$ cat src/rtl/ring_arb_pkg.sv
`timescale 1ns/1ps
package ring_arb_pkg;

    typedef enum logic [2:0] {
        ST_IDLE,
        ST_ARB,
        ST_PRIO,
        ST_WAITTX,
        ST_TX,
        ST_ADDR,
        ST_RECV,
        ST_IGNORE
    } node_st_e;

    typedef struct packed {
        logic level;
        logic rise;
        logic fall;
    } bus_edge_t;

    // Result at the latch edge of the priority cycle.
    function automatic logic prio_outcome(input logic own_prio,
                                          input logic first_win,
                                          input logic din_lvl);
        return own_prio ? din_lvl : (first_win & ~din_lvl);
    endfunction

    // Drive value while the priority cycle is armed (also until begin-transmission).
    function automatic logic prio_drive(input logic own_prio,
                                        input logic first_win,
                                        input logic din_raw);
        return own_prio ? 1'b0 : (first_win ? 1'b1 : din_raw);
    endfunction

endpackage

$ cat src/rtl/ring_sync_edge.sv
`timescale 1ns/1ps
module ring_sync_edge
    import ring_arb_pkg::*;
#(
    parameter int W      = 1,
    parameter int STAGES = 2
) (
    input  logic                clk,
    input  logic                rst,
    input  logic [W-1:0]        raw,
    output bus_edge_t [W-1:0]   edges
);
    localparam int PIPE_W = STAGES + 1;

    for (genvar i = 0; i < W; i++) begin : g_bit
        logic [PIPE_W-1:0] pipe;

        always_ff @(posedge clk) begin
            if (rst) begin
                pipe <= '1;
            end else begin
                pipe <= {pipe[PIPE_W-2:0], raw[i]};
            end
        end

        always_comb begin
            edges[i].level = pipe[STAGES-1];
            edges[i].rise  = pipe[STAGES-1] & ~pipe[STAGES];
            edges[i].fall  = ~pipe[STAGES-1] & pipe[STAGES];
        end
    end
endmodule

$ cat src/rtl/ring_addr_match.sv
`timescale 1ns/1ps
module ring_addr_match #(
    parameter int ADDR_W = 8
) (
    input  logic              clk,
    input  logic              rst,
    input  logic              clear,
    input  logic              shift_en,
    input  logic              bit_in,
    input  logic [ADDR_W-1:0] addr,
    output logic              done,
    output logic              hit
);
    localparam int CNT_W = $clog2(ADDR_W + 1);
    localparam logic [CNT_W-1:0] FULL = CNT_W'(ADDR_W);

    logic [ADDR_W-1:0] shreg;
    logic [CNT_W-1:0]  cnt;

    always_ff @(posedge clk) begin
        if (rst || clear) begin
            shreg <= '0;
            cnt   <= '0;
        end else if (shift_en && !done) begin
            shreg <= {shreg[ADDR_W-2:0], bit_in};
            cnt   <= cnt + 1'b1;
        end
    end

    assign done = (cnt == FULL);
    assign hit  = done && (shreg == addr);
endmodule

$ cat src/rtl/ring_arb_fsm.sv
`timescale 1ns/1ps
module ring_arb_fsm
    import ring_arb_pkg::*;
(
    input  logic     clk,
    input  logic     rst,
    input  logic     clk_rise,
    input  logic     clk_fall,
    input  logic     din_lvl,
    input  logic     tx_req,
    input  logic     prio_req,
    input  logic     addr_done,
    input  logic     addr_hit,
    output node_st_e state,
    output logic     req_q,
    output logic     first_win_q,
    output logic     prio_q,
    output logic     armed_q,
    output logic     lost_q,
    output logic     tx_pop,
    output logic     addr_clear,
    output logic     addr_shift
);
    always_ff @(posedge clk) begin
        if (rst) begin
            state       <= ST_IDLE;
            req_q       <= 1'b0;
            first_win_q <= 1'b0;
            prio_q      <= 1'b0;
            armed_q     <= 1'b0;
            lost_q      <= 1'b0;
        end else begin
            case (state)
                ST_IDLE: begin
                    if (clk_fall) begin
                        req_q <= tx_req;
                        state <= ST_ARB;
                    end
                end
                ST_ARB: begin
                    if (clk_rise) begin
                        first_win_q <= req_q & din_lvl;
                        prio_q      <= 1'b0;
                        armed_q     <= 1'b0;
                        state       <= ST_PRIO;
                    end
                end
                ST_PRIO: begin
                    if (!armed_q && clk_fall) begin
                        armed_q <= 1'b1;
                        prio_q  <= prio_req;
                    end else if (armed_q && clk_rise) begin
                        if (prio_outcome(prio_q, first_win_q, din_lvl)) begin
                            state <= ST_WAITTX;
                        end else begin
                            lost_q <= req_q | prio_q;
                            state  <= ST_ADDR;
                        end
                    end
                end
                ST_WAITTX: begin
                    if (clk_fall) begin
                        state <= ST_TX;
                    end
                end
                ST_ADDR: begin
                    if (addr_done) begin
                        state <= addr_hit ? ST_RECV : ST_IGNORE;
                    end
                end
                default: begin
                    state <= state;
                end
            endcase
        end
    end

    assign tx_pop     = ((state == ST_WAITTX) || (state == ST_TX)) && clk_fall;
    assign addr_clear = (state != ST_ADDR);
    assign addr_shift = (state == ST_ADDR) && clk_rise;
endmodule

$ cat src/rtl/ring_arb_node.sv
`timescale 1ns/1ps
module ring_arb_node
    import ring_arb_pkg::*;
#(
    parameter int ADDR_W      = 8,
    parameter int SYNC_STAGES = 2
) (
    input  logic              clk,
    input  logic              rst,
    input  logic              bus_clk_in,
    input  logic              bus_din,
    input  logic              tx_req,
    input  logic              prio_req,
    input  logic [ADDR_W-1:0] node_addr,
    input  logic              tx_data,
    output logic              bus_dout,
    output logic              bus_clk_out,
    output logic              won,
    output logic              lost,
    output logic              addressed,
    output logic              tx_pop
);
    localparam int N_SYNC = 2;
    localparam int IDX_CLK = 0;
    localparam int IDX_DIN = 1;

    bus_edge_t [N_SYNC-1:0] edges;
    node_st_e node_st;
    logic req_q, first_win_q, prio_q, armed_q, lost_q;
    logic addr_clear, addr_shift, addr_done, addr_hit;
    logic unused_edge_bits;

    ring_sync_edge #(.W(N_SYNC), .STAGES(SYNC_STAGES)) sync_i (
        .clk   (clk),
        .rst   (rst),
        .raw   ({bus_din, bus_clk_in}),
        .edges (edges)
    );

    assign unused_edge_bits = ^{edges[IDX_CLK].level, edges[IDX_DIN].rise, edges[IDX_DIN].fall};

    ring_arb_fsm fsm_i (
        .clk         (clk),
        .rst         (rst),
        .clk_rise    (edges[IDX_CLK].rise),
        .clk_fall    (edges[IDX_CLK].fall),
        .din_lvl     (edges[IDX_DIN].level),
        .tx_req      (tx_req),
        .prio_req    (prio_req),
        .addr_done   (addr_done),
        .addr_hit    (addr_hit),
        .state       (node_st),
        .req_q       (req_q),
        .first_win_q (first_win_q),
        .prio_q      (prio_q),
        .armed_q     (armed_q),
        .lost_q      (lost_q),
        .tx_pop      (tx_pop),
        .addr_clear  (addr_clear),
        .addr_shift  (addr_shift)
    );

    ring_addr_match #(.ADDR_W(ADDR_W)) match_i (
        .clk      (clk),
        .rst      (rst),
        .clear    (addr_clear),
        .shift_en (addr_shift),
        .bit_in   (edges[IDX_DIN].level),
        .addr     (node_addr),
        .done     (addr_done),
        .hit      (addr_hit)
    );

    // Output data mux: shoot-through forwarding, request drive, or transmit data.
    always_comb begin
        case (node_st)
            ST_IDLE:   bus_dout = tx_req ? 1'b0 : bus_din;
            ST_ARB:    bus_dout = req_q ? 1'b0 : bus_din;
            ST_PRIO:   bus_dout = armed_q ? prio_drive(prio_q, first_win_q, bus_din)
                                          : (req_q ? 1'b0 : bus_din);
            ST_WAITTX: bus_dout = prio_drive(prio_q, first_win_q, bus_din);
            ST_TX:     bus_dout = tx_data;
            default:   bus_dout = bus_din;
        endcase
    end

    assign bus_clk_out = bus_clk_in;
    assign won         = (node_st == ST_WAITTX) || (node_st == ST_TX);
    assign lost        = lost_q;
    assign addressed   = (node_st == ST_RECV);
endmodule

$ cat config.mk
export PLATFORM = sky130hd
export DESIGN_NAME = ring_arb_node
export DESIGN_NICKNAME = d
export VERILOG_FILES = /design/src/rtl/ring_arb_pkg.sv /design/src/rtl/ring_sync_edge.sv /design/src/rtl/ring_addr_match.sv /design/src/rtl/ring_arb_fsm.sv /design/src/rtl/ring_arb_node.sv
export SDC_FILE = /design/constraint.sdc
export NUM_CORES = 1
export LEC_CHECK = 0
export BUFFER_PORTS_ARGS = -buffer_cell sky130_fd_sc_hd__clkbuf_2
export CAP_MARGIN = 20
export CORE_ASPECT_RATIO = 1.2
export CORE_MARGIN = 2
export CORE_UTILIZATION = 37
export DETAILED_ROUTE_END_ITERATION = 6
export PLACE_DENSITY = 0.53
export SKIP_LAST_GASP = 1
export SLEW_MARGIN = 20
export SYNTH_ARGS = -nofsm -noshare
export SYNTH_HDL_FRONTEND = slang
export SYNTH_SLANG_ARGS = --single-unit
$ cat constraint.sdc
create_clock -name clk -period 2.78 [get_ports clk]
set_input_delay 0.556 -clock clk [delete_from_list [all_inputs] [get_ports clk]]
set_output_delay 0.556 -clock clk [all_outputs]
set_load 0.1 [all_outputs]
==> results of run 1 <==
-- state kept, by name, indices dropped and copies added, names as in the netlist --
| register | flops |
|---|---|
| fsm_i.armed_q | 1 |
| fsm_i.first_win_q | 1 |
| fsm_i.lost_q | 1 |
| fsm_i.prio_q | 1 |
| fsm_i.req_q | 1 |
| fsm_i.state | 3 |
| match_i.cnt | 4 |
| match_i.shreg | 8 |
| sync_i.g_bit.pipe | 5 |
-- per-stage QoR --
stage	util, %	instances
after floorplan	-	146
after global placement	42.7	196
after detailed placement	42.7	196
after CTS	44.1	200
after global routing	44.1	200
final	44.1	200
-- metal layers --
metal	share of wire [%]	wire length, um
met3	4.4	115
met4	2.5	65
met1	48	1260
met5	0	0
met2	45	1200
-- how the worst max path moves through the flow --
stage                               from  depth (start not counted)        to  slack, ns
after CTS                 fsm_i.state[0]                          5  bus_dout       0.22
after floorplan           fsm_i.state[2]                          4    tx_pop        0.1
after global placement    fsm_i.state[0]                          5  bus_dout       0.54
final                     fsm_i.state[0]                          5  bus_dout       0.21
after detailed placement  fsm_i.state[0]                          5  bus_dout       0.54
after global routing      fsm_i.state[2]                          5  bus_dout       0.04
-- cell type report --
type                            count  area, um^2  area share, %
Clock inverter                      1        7.51          0.510
Inverter                            4        15.0           1.02
Multi-Input combinational cell    109         754           51.2
Timing Repair Buffer               21         108           7.31
Clock buffer                        3        41.3           2.80
Sequential cell                    25         500           34.0
Tap cell                           37        46.3           3.14
-- cells by family (layout without fill, tap and decap cells) --
| logic type | after synthesis | in the layout | share of synthesized area [%] |
|---|---|---|---|
| compound gates | 26 | 26 | 13.8 |
| xor+xnor | 10 | 10 | 6.79 |
| simple gates | 59 | 59 | 25.1 |
| flops | 25 | 25 | 38.8 |
| mux | 12 | 12 | 9.31 |
| fa+ha+maj | 2 | 2 | 1.94 |
| buf+inv | 12 | 29 | 4.27 |
-- placed cells by master, fill, tap and decap left out, drive strengths merged, types with 2 or more instances in the layout --
master	synthesis	final
inv	4	4
nor4	5	5
nand2	5	5
nand3b	4	4
dfxtp	25	25
a21boi	2	2
xor2	9	9
o21ai	6	6
and4bb	2	2
nor3b	2	2
nand2b	3	3
or3	2	2
mux2i	12	12
a21oi	5	5
nand3	5	5
clkbuf	4	23
or2	5	5
o211ai	2	2
ha	2	2
nor3	5	5
nor2	17	17
-- power groups by stage --
stage          clock [mW]  combinational [mW]  sequential [mW]
5_1_grt             0.252              0.0588            0.372
6_report            0.223              0.0539            0.370
3_5_place_dp            0              0.0542            0.379
4_1_cts             0.236              0.0545            0.370
3_3_place_gp            0              0.0536            0.379
2_1_floorplan           0              0.0405            0.374
==> metrics.yaml, run 1 <==
timing:
  rsz0062_at_grt: "no"
  period_share_pct: 92.5
  final_max_slew_viol_count: 0
  worst_hold_slack_ns: 0.415
  max_freq_mhz: 389
  relSlewSlack_pct: 54.3
  fin_crit_ns: 2.57
  finalHoldViolations: 0
  tightest_slew_ns: 0.684
  fin_worst_skew_ns: 0.00282
  setup_viol: 0
  worst_slack_ns: 0.210
  fin_tns_setup_ns: 0
grt:
  grt_busiest_layer: "met2"
  antenna_found_initial: 0
  grt_max_degree: 22
  gr-usage-met2_pct: 24.6
  grtUsageMet1_pct: 18.5
  met3_usage_pct: 2.43
  grt_pass1_wl_mm: 4.55
  grt_usage_pct: 14.8
  gr-total-overflow: 0
  grt_pass1_vias: 1012
layout:
  design_area_um2: 1470
  drive_gt1_share_pct: 19.6
  syn_to_final_growth_pct: 14.2
  layout.nets: 181
  antenna_cells: 0
  nFillCells: 327
worst_setup_path:
  required_ns: 2.22
  critPathMaxFanout: 16
  endpoint_kind: "output pin"
  critical_path_arrival_ns: 2.01
  worstSetupPathType: "register to output pin"
  crit_chain: "inv_1 > nand2_1 > nor3b_1 > a221o_1 > clkbuf_2"
  reg2reg_depth: 4
  start_kind: "register"
  rr_startpoint: "fsm_i.state[0]"
  regToRegSetupSlack_ns: 0.79
  crit_buf_inv: 2
  slowest_stage: "dfxtp_1"
  cpPeakStageDelay_ns: 0.66
  r2r-end: "match_i.cnt[3]"
  critPathTopFamily: "flip-flops"
cts:
  clk_pin_slew_worst_paths_ns: 0.09
  max-clock-path-buffers: 2
  post_cts_resized: 0
  cts.hold.buffers_added: 0
  ctsHtreeMaxLevel: 1
  cts_tree: "yes"
  cts_buffers: 3
  cts_sinks: 25
  cts-root-buf: "clkbuf_8"
  clkLatencyLatePin_ns: 0.27
  post-cts-setup-buffers: 0
synth:
  yosysMostFrequentCell: "dfxtp_1"
  yosysSeqAreaShare_pct: 38.8
  synthTopCellsByCount: "dfxtp_1, nor2_1, mux2i_1, xor2_1"
  async_flop_share_pct: 0
  synth_ff_type: "dfxtp_1"
  synthTopCellsByArea: "dfxtp_1, mux2i_1, xor2_1"
  synth_area_per_cell_um2: 8.84
  netlist.area_leader.share_pct: 38.8
  ys_warn_count: 0
  syn_inst: 146
  synth_area_um2: 1290
  synth_seq_cells: 25
  synth-edff-count: 0
  yosysTopAreaCell: "dfxtp_1"
  synth.distinct_cells: 40
  syn_nets: 163
die:
  die_w_um: 57.9
  initial_core_util_pct: 38.6
  die_y_um: 68.7
  design.die.area_um2: 3980
  core_area_um2: 3340
  pin_count: 21
  rows: 23
worst_hold_path:
  hold_depth: 1
  hold_class: "register to register"
  hold_path_startpoint: "sync_i.g_bit[0].pipe[0]"
  min_to: "sync_i.g_bit[0].pipe[1]"
place:
  place_ws_ns: 0.541
  gp_congestion: 0.769
  place_area_um2: 1420
  hpwl_mm: 1.94
  port_buffers: 20
power_and_ir_drop:
  intPower_mw: 0.485
  clock_power_share_pct: 34.4
  p_leak_nw: 0.602
  power.total_mw: 0.647
  power.density_nw_per_um2: 439
  swShare_pct: 25.1
  ir_drop_uv: 208
  pwr-share-comb_pct: 8.3
  p_switching_mw: 0.162
  seq_power_share_pct: 57.2
detailed_routing:
  routed_wl_mm: 2.63
  drc: 0
  dr_total_vias: 1062
  wl_per_cell_um: 13.2
  vias_per_cell: 5.31
  ant_nets: 0
  dr.pass1.iters: 4
  drtIter0Drc: 40
status:
  status: "complete, no violations"
flow_run:
  cap_violations: 0
No activity file was read; power rests on OpenSTA's default activity.
==> inputs of run 2 (changes only) <==
PLACE_DENSITY = 0.55   (was 0.53)
SKIP_CTS_REPAIR_TIMING = 1   (was unset)
clock period = 2.35 ns   (was 2.78 ns; I/O delays follow)
==> run 2 against run 1 <==
Sequential power rose by 18%; largest power group unchanged; critical path type unchanged; die area unchanged; total power rose by 17%; non-clock buffer count is 1 higher; clock-buffer cell count grew 1; utilization up 0.86 points; sequential cell count is the same; wire length rose by 1.9%; first-iteration DRC count is 18% lower; clock power up 13%.
==> metrics.yaml, run 2 (synthesized netlist as in run 1, its figures left out) <==
layout:
  syn_to_final_growth_pct: 16.4  # was 14.2%
  layout.nets: 182  # was 181
  antenna_cells: 0  # unchanged
  final_cell_mix: "dfxtp_1, nor2_1, clkbuf_2, mux2i_1, xor2_1"  # was dfxtp_1, clkbuf_2, nor2_1, mux2i_1, xor2_1
  largest_reg_flops: 8  # unchanged
  regMostFlops: "match_i.shreg"  # unchanged
  nFillCells: 342  # was 327
  design_area_um2: 1500  # was 1470 um^2
  reg_top3: "match_i.shreg x8, sync_i.g_bit.pipe x5, match_i.cnt x4"  # unchanged
  final_common_cell: "dfxtp_1"  # unchanged
  drive_gt1_share_pct: 22.0  # was 19.6%
  utilization_pct: 45.0  # was 44.1%
place:
  hpwl_mm: 2.02  # was 1.94 mm
  gp_congestion: 0.760  # was 0.769
  place_area_um2: 1460  # was 1420 um^2
  port_buffers: 20  # unchanged
cts:
  cts_tree: "yes"  # unchanged
  cts-root-buf: "clkbuf_8"  # unchanged
  cts_sinks: 25  # unchanged
  ctsHtreeMaxLevel: 1  # unchanged
  clkLatencyLatePin_ns: 0.27  # about the same
  clk_pin_slew_worst_paths_ns: 0.08  # was 0.09 ns
  cts_buffers: 3  # unchanged
  max-clock-path-buffers: 2  # unchanged
worst_setup_path:
  crit_chain: "nor2_1 > o21ai_0 > o211ai_1 > a221o_1 > buf_2"  # was inv_1 > nand2_1 > nor3b_1 > a221o_1 > clkbuf_2
  slowest_stage: "dfxtp_2"  # was dfxtp_1
  critical_path_arrival_ns: 1.75  # was 2.01 ns
  critPathTopFamily: "compound AO/OA/AOI/OAI gates"  # was flip-flops
  regToRegSetupSlack_ns: 0.48  # was 0.79 ns
  required_ns: 1.88  # was 2.22 ns
  critPathMaxFanout: 15  # was 16
  endpoint_kind: "output pin"  # unchanged
  crit_buf_inv: 1  # was 2
  start_kind: "register"  # unchanged
  cpPeakStageDelay_ns: 0.50  # was 0.66 ns
  worstSetupPathType: "register to output pin"  # unchanged
die:
  rows: 23  # unchanged
  design.die.area_um2: 3980  # unchanged
  initial_core_util_pct: 38.6  # unchanged
  core_area_um2: 3340  # unchanged
  die_y_um: 68.7  # unchanged
  pin_count: 21  # unchanged
  die_w_um: 57.9  # unchanged
power_and_ir_drop:
  swShare_pct: 23.9  # was 25.1%
  seq_power_share_pct: 58.0  # was 57.2%
  power.density_nw_per_um2: 503  # was 439 nW/um^2
  p_switching_mw: 0.180  # was 0.162 mW
  ir_drop_uv: 257  # was 208 uV
  intPower_mw: 0.575  # was 0.485 mW
  pwr-share-comb_pct: 8.5  # was 8.3%
  clock_power_share_pct: 33.5  # was 34.4%
  p_leak_nw: 0.615  # was 0.602 nW
detailed_routing:
  wl_per_cell_um: 13.3  # was 13.2 um
  drtIter0Drc: 33  # was 40
  routed_wl_mm: 2.68  # was 2.63 mm
  dr.pass1.iters: 4  # unchanged
  drc: 0  # unchanged
  vias_per_cell: 5.32  # was 5.31
  ant_nets: 0  # unchanged
  dr_total_vias: 1069  # was 1062
flow_run:
  cap_violations: 0  # unchanged
grt:
  gr-usage-met2_pct: 26.7  # was 24.6%
  grt_pass1_wl_mm: 4.54  # was 4.55 mm
  grt_pass1_vias: 1025  # was 1012
  gr-total-overflow: 0  # unchanged
  antenna_found_initial: 0  # unchanged
  grt_max_degree: 17  # was 22
  grt_busiest_layer: "met2"  # unchanged
  met3_usage_pct: 2.24  # was 2.43%
  grt_usage_pct: 14.8  # about the same
  grtUsageMet1_pct: 17.3  # was 18.5%
timing:
  worst_hold_slack_ns: 0.406  # was 0.415 ns
  setup_viol: 0  # unchanged
  fin_worst_skew_ns: 0.00641  # was 0.00282 ns
  rsz0062_at_grt: "no"  # unchanged
  final_max_slew_viol_count: 0  # unchanged
  relSlewSlack_pct: 64.2  # was 54.3%
  tightest_slew_ns: 0.540  # was 0.684 ns
  fin_crit_ns: 2.22
  finalHoldViolations: 0  # unchanged
  max_freq_mhz: 451
  fin_tns_setup_ns: 0  # unchanged
  period_share_pct: 94.4
status:
  status: "complete, no violations"  # unchanged
worst_hold_path:
  hold_class: "input pin to register"  # was register to register
==> run 2: changes by cell type in the layout (fill, tap and decap cells not counted), moves of 2 or more <==
cell	delta
nand2_1	-2
clkbuf_2	-3
dfxtp_2	+2
nand2_2	+2
dfxtp_1	-2
buf_4	+2
==> run 2: area by class of cell <==
class / instances / area (um^2) / area share (%)
clock buffer: 4 / 45.0 / 3.00
inverter: 4 / 15.0 / 1.00
multi-input combinational: 109 / 759 / 50.6
sequential: 25 / 503 / 33.5
tap: 37 / 46.3 / 3.08
timing repair buffer: 22 / 133 / 8.83
==> run 2: metal layers <==
| layer | part of all wire (%) | vias up |
|---|---|---|
| met5 | 0 | - |
| met1 | 47 | 494 |
| met3 | 2.9 | 2 |
| met4 | 1.0 | 0 |
| li1 | - | 556 |
| met2 | 49 | 17 |
==> run 2: path summary, 6_finish.rpt <==
check,startpoint,to,cells after the start
worst min register to register,sync_i.g_bit[1].pipe[0],sync_i.g_bit[1].pipe[1],1
worst max register to register,fsm_i.state[1],match_i.shreg[1],6
worst min-delay path,bus_clk_in,sync_i.g_bit[0].pipe[0],2
worst max-delay path,fsm_i.state[2],bus_dout,5
==> run 2: worst register-to-register path, stage by stage, from the launching register on <==
cell	delay, ns
dfxtp_1	0.52
buf_4	0.26
and4bb_1	0.26
nand3_1	0.22
buf_4	0.24
mux2i_1	0.21
nor2_1	0.05
==> run 2: power groups by stage <==
| stage | sequential (mW) | clock (mW) | combinational (mW) |
|---|---|---|---|
| global route | 0.440 | 0.279 | 0.0694 |
| finish | 0.438 | 0.253 | 0.0645 |
| global placement | 0.448 | 0 | 0.0636 |
| floorplan | 0.443 | 0 | 0.0501 |
| CTS | 0.438 | 0.262 | 0.0652 |
| detailed placement | 0.448 | 0 | 0.0647 |
==> run 2: per-stage QoR <==
step           setup WS, ns  power [mW]  cells
3_3_place_gp          0.332       0.512    197
5_1_grt              0.0356       0.788    201
3_5_place_dp          0.312       0.513    197
2_1_floorplan       0.00123       0.494    146
6_report              0.132       0.755    201
4_1_cts              0.0551       0.766    201
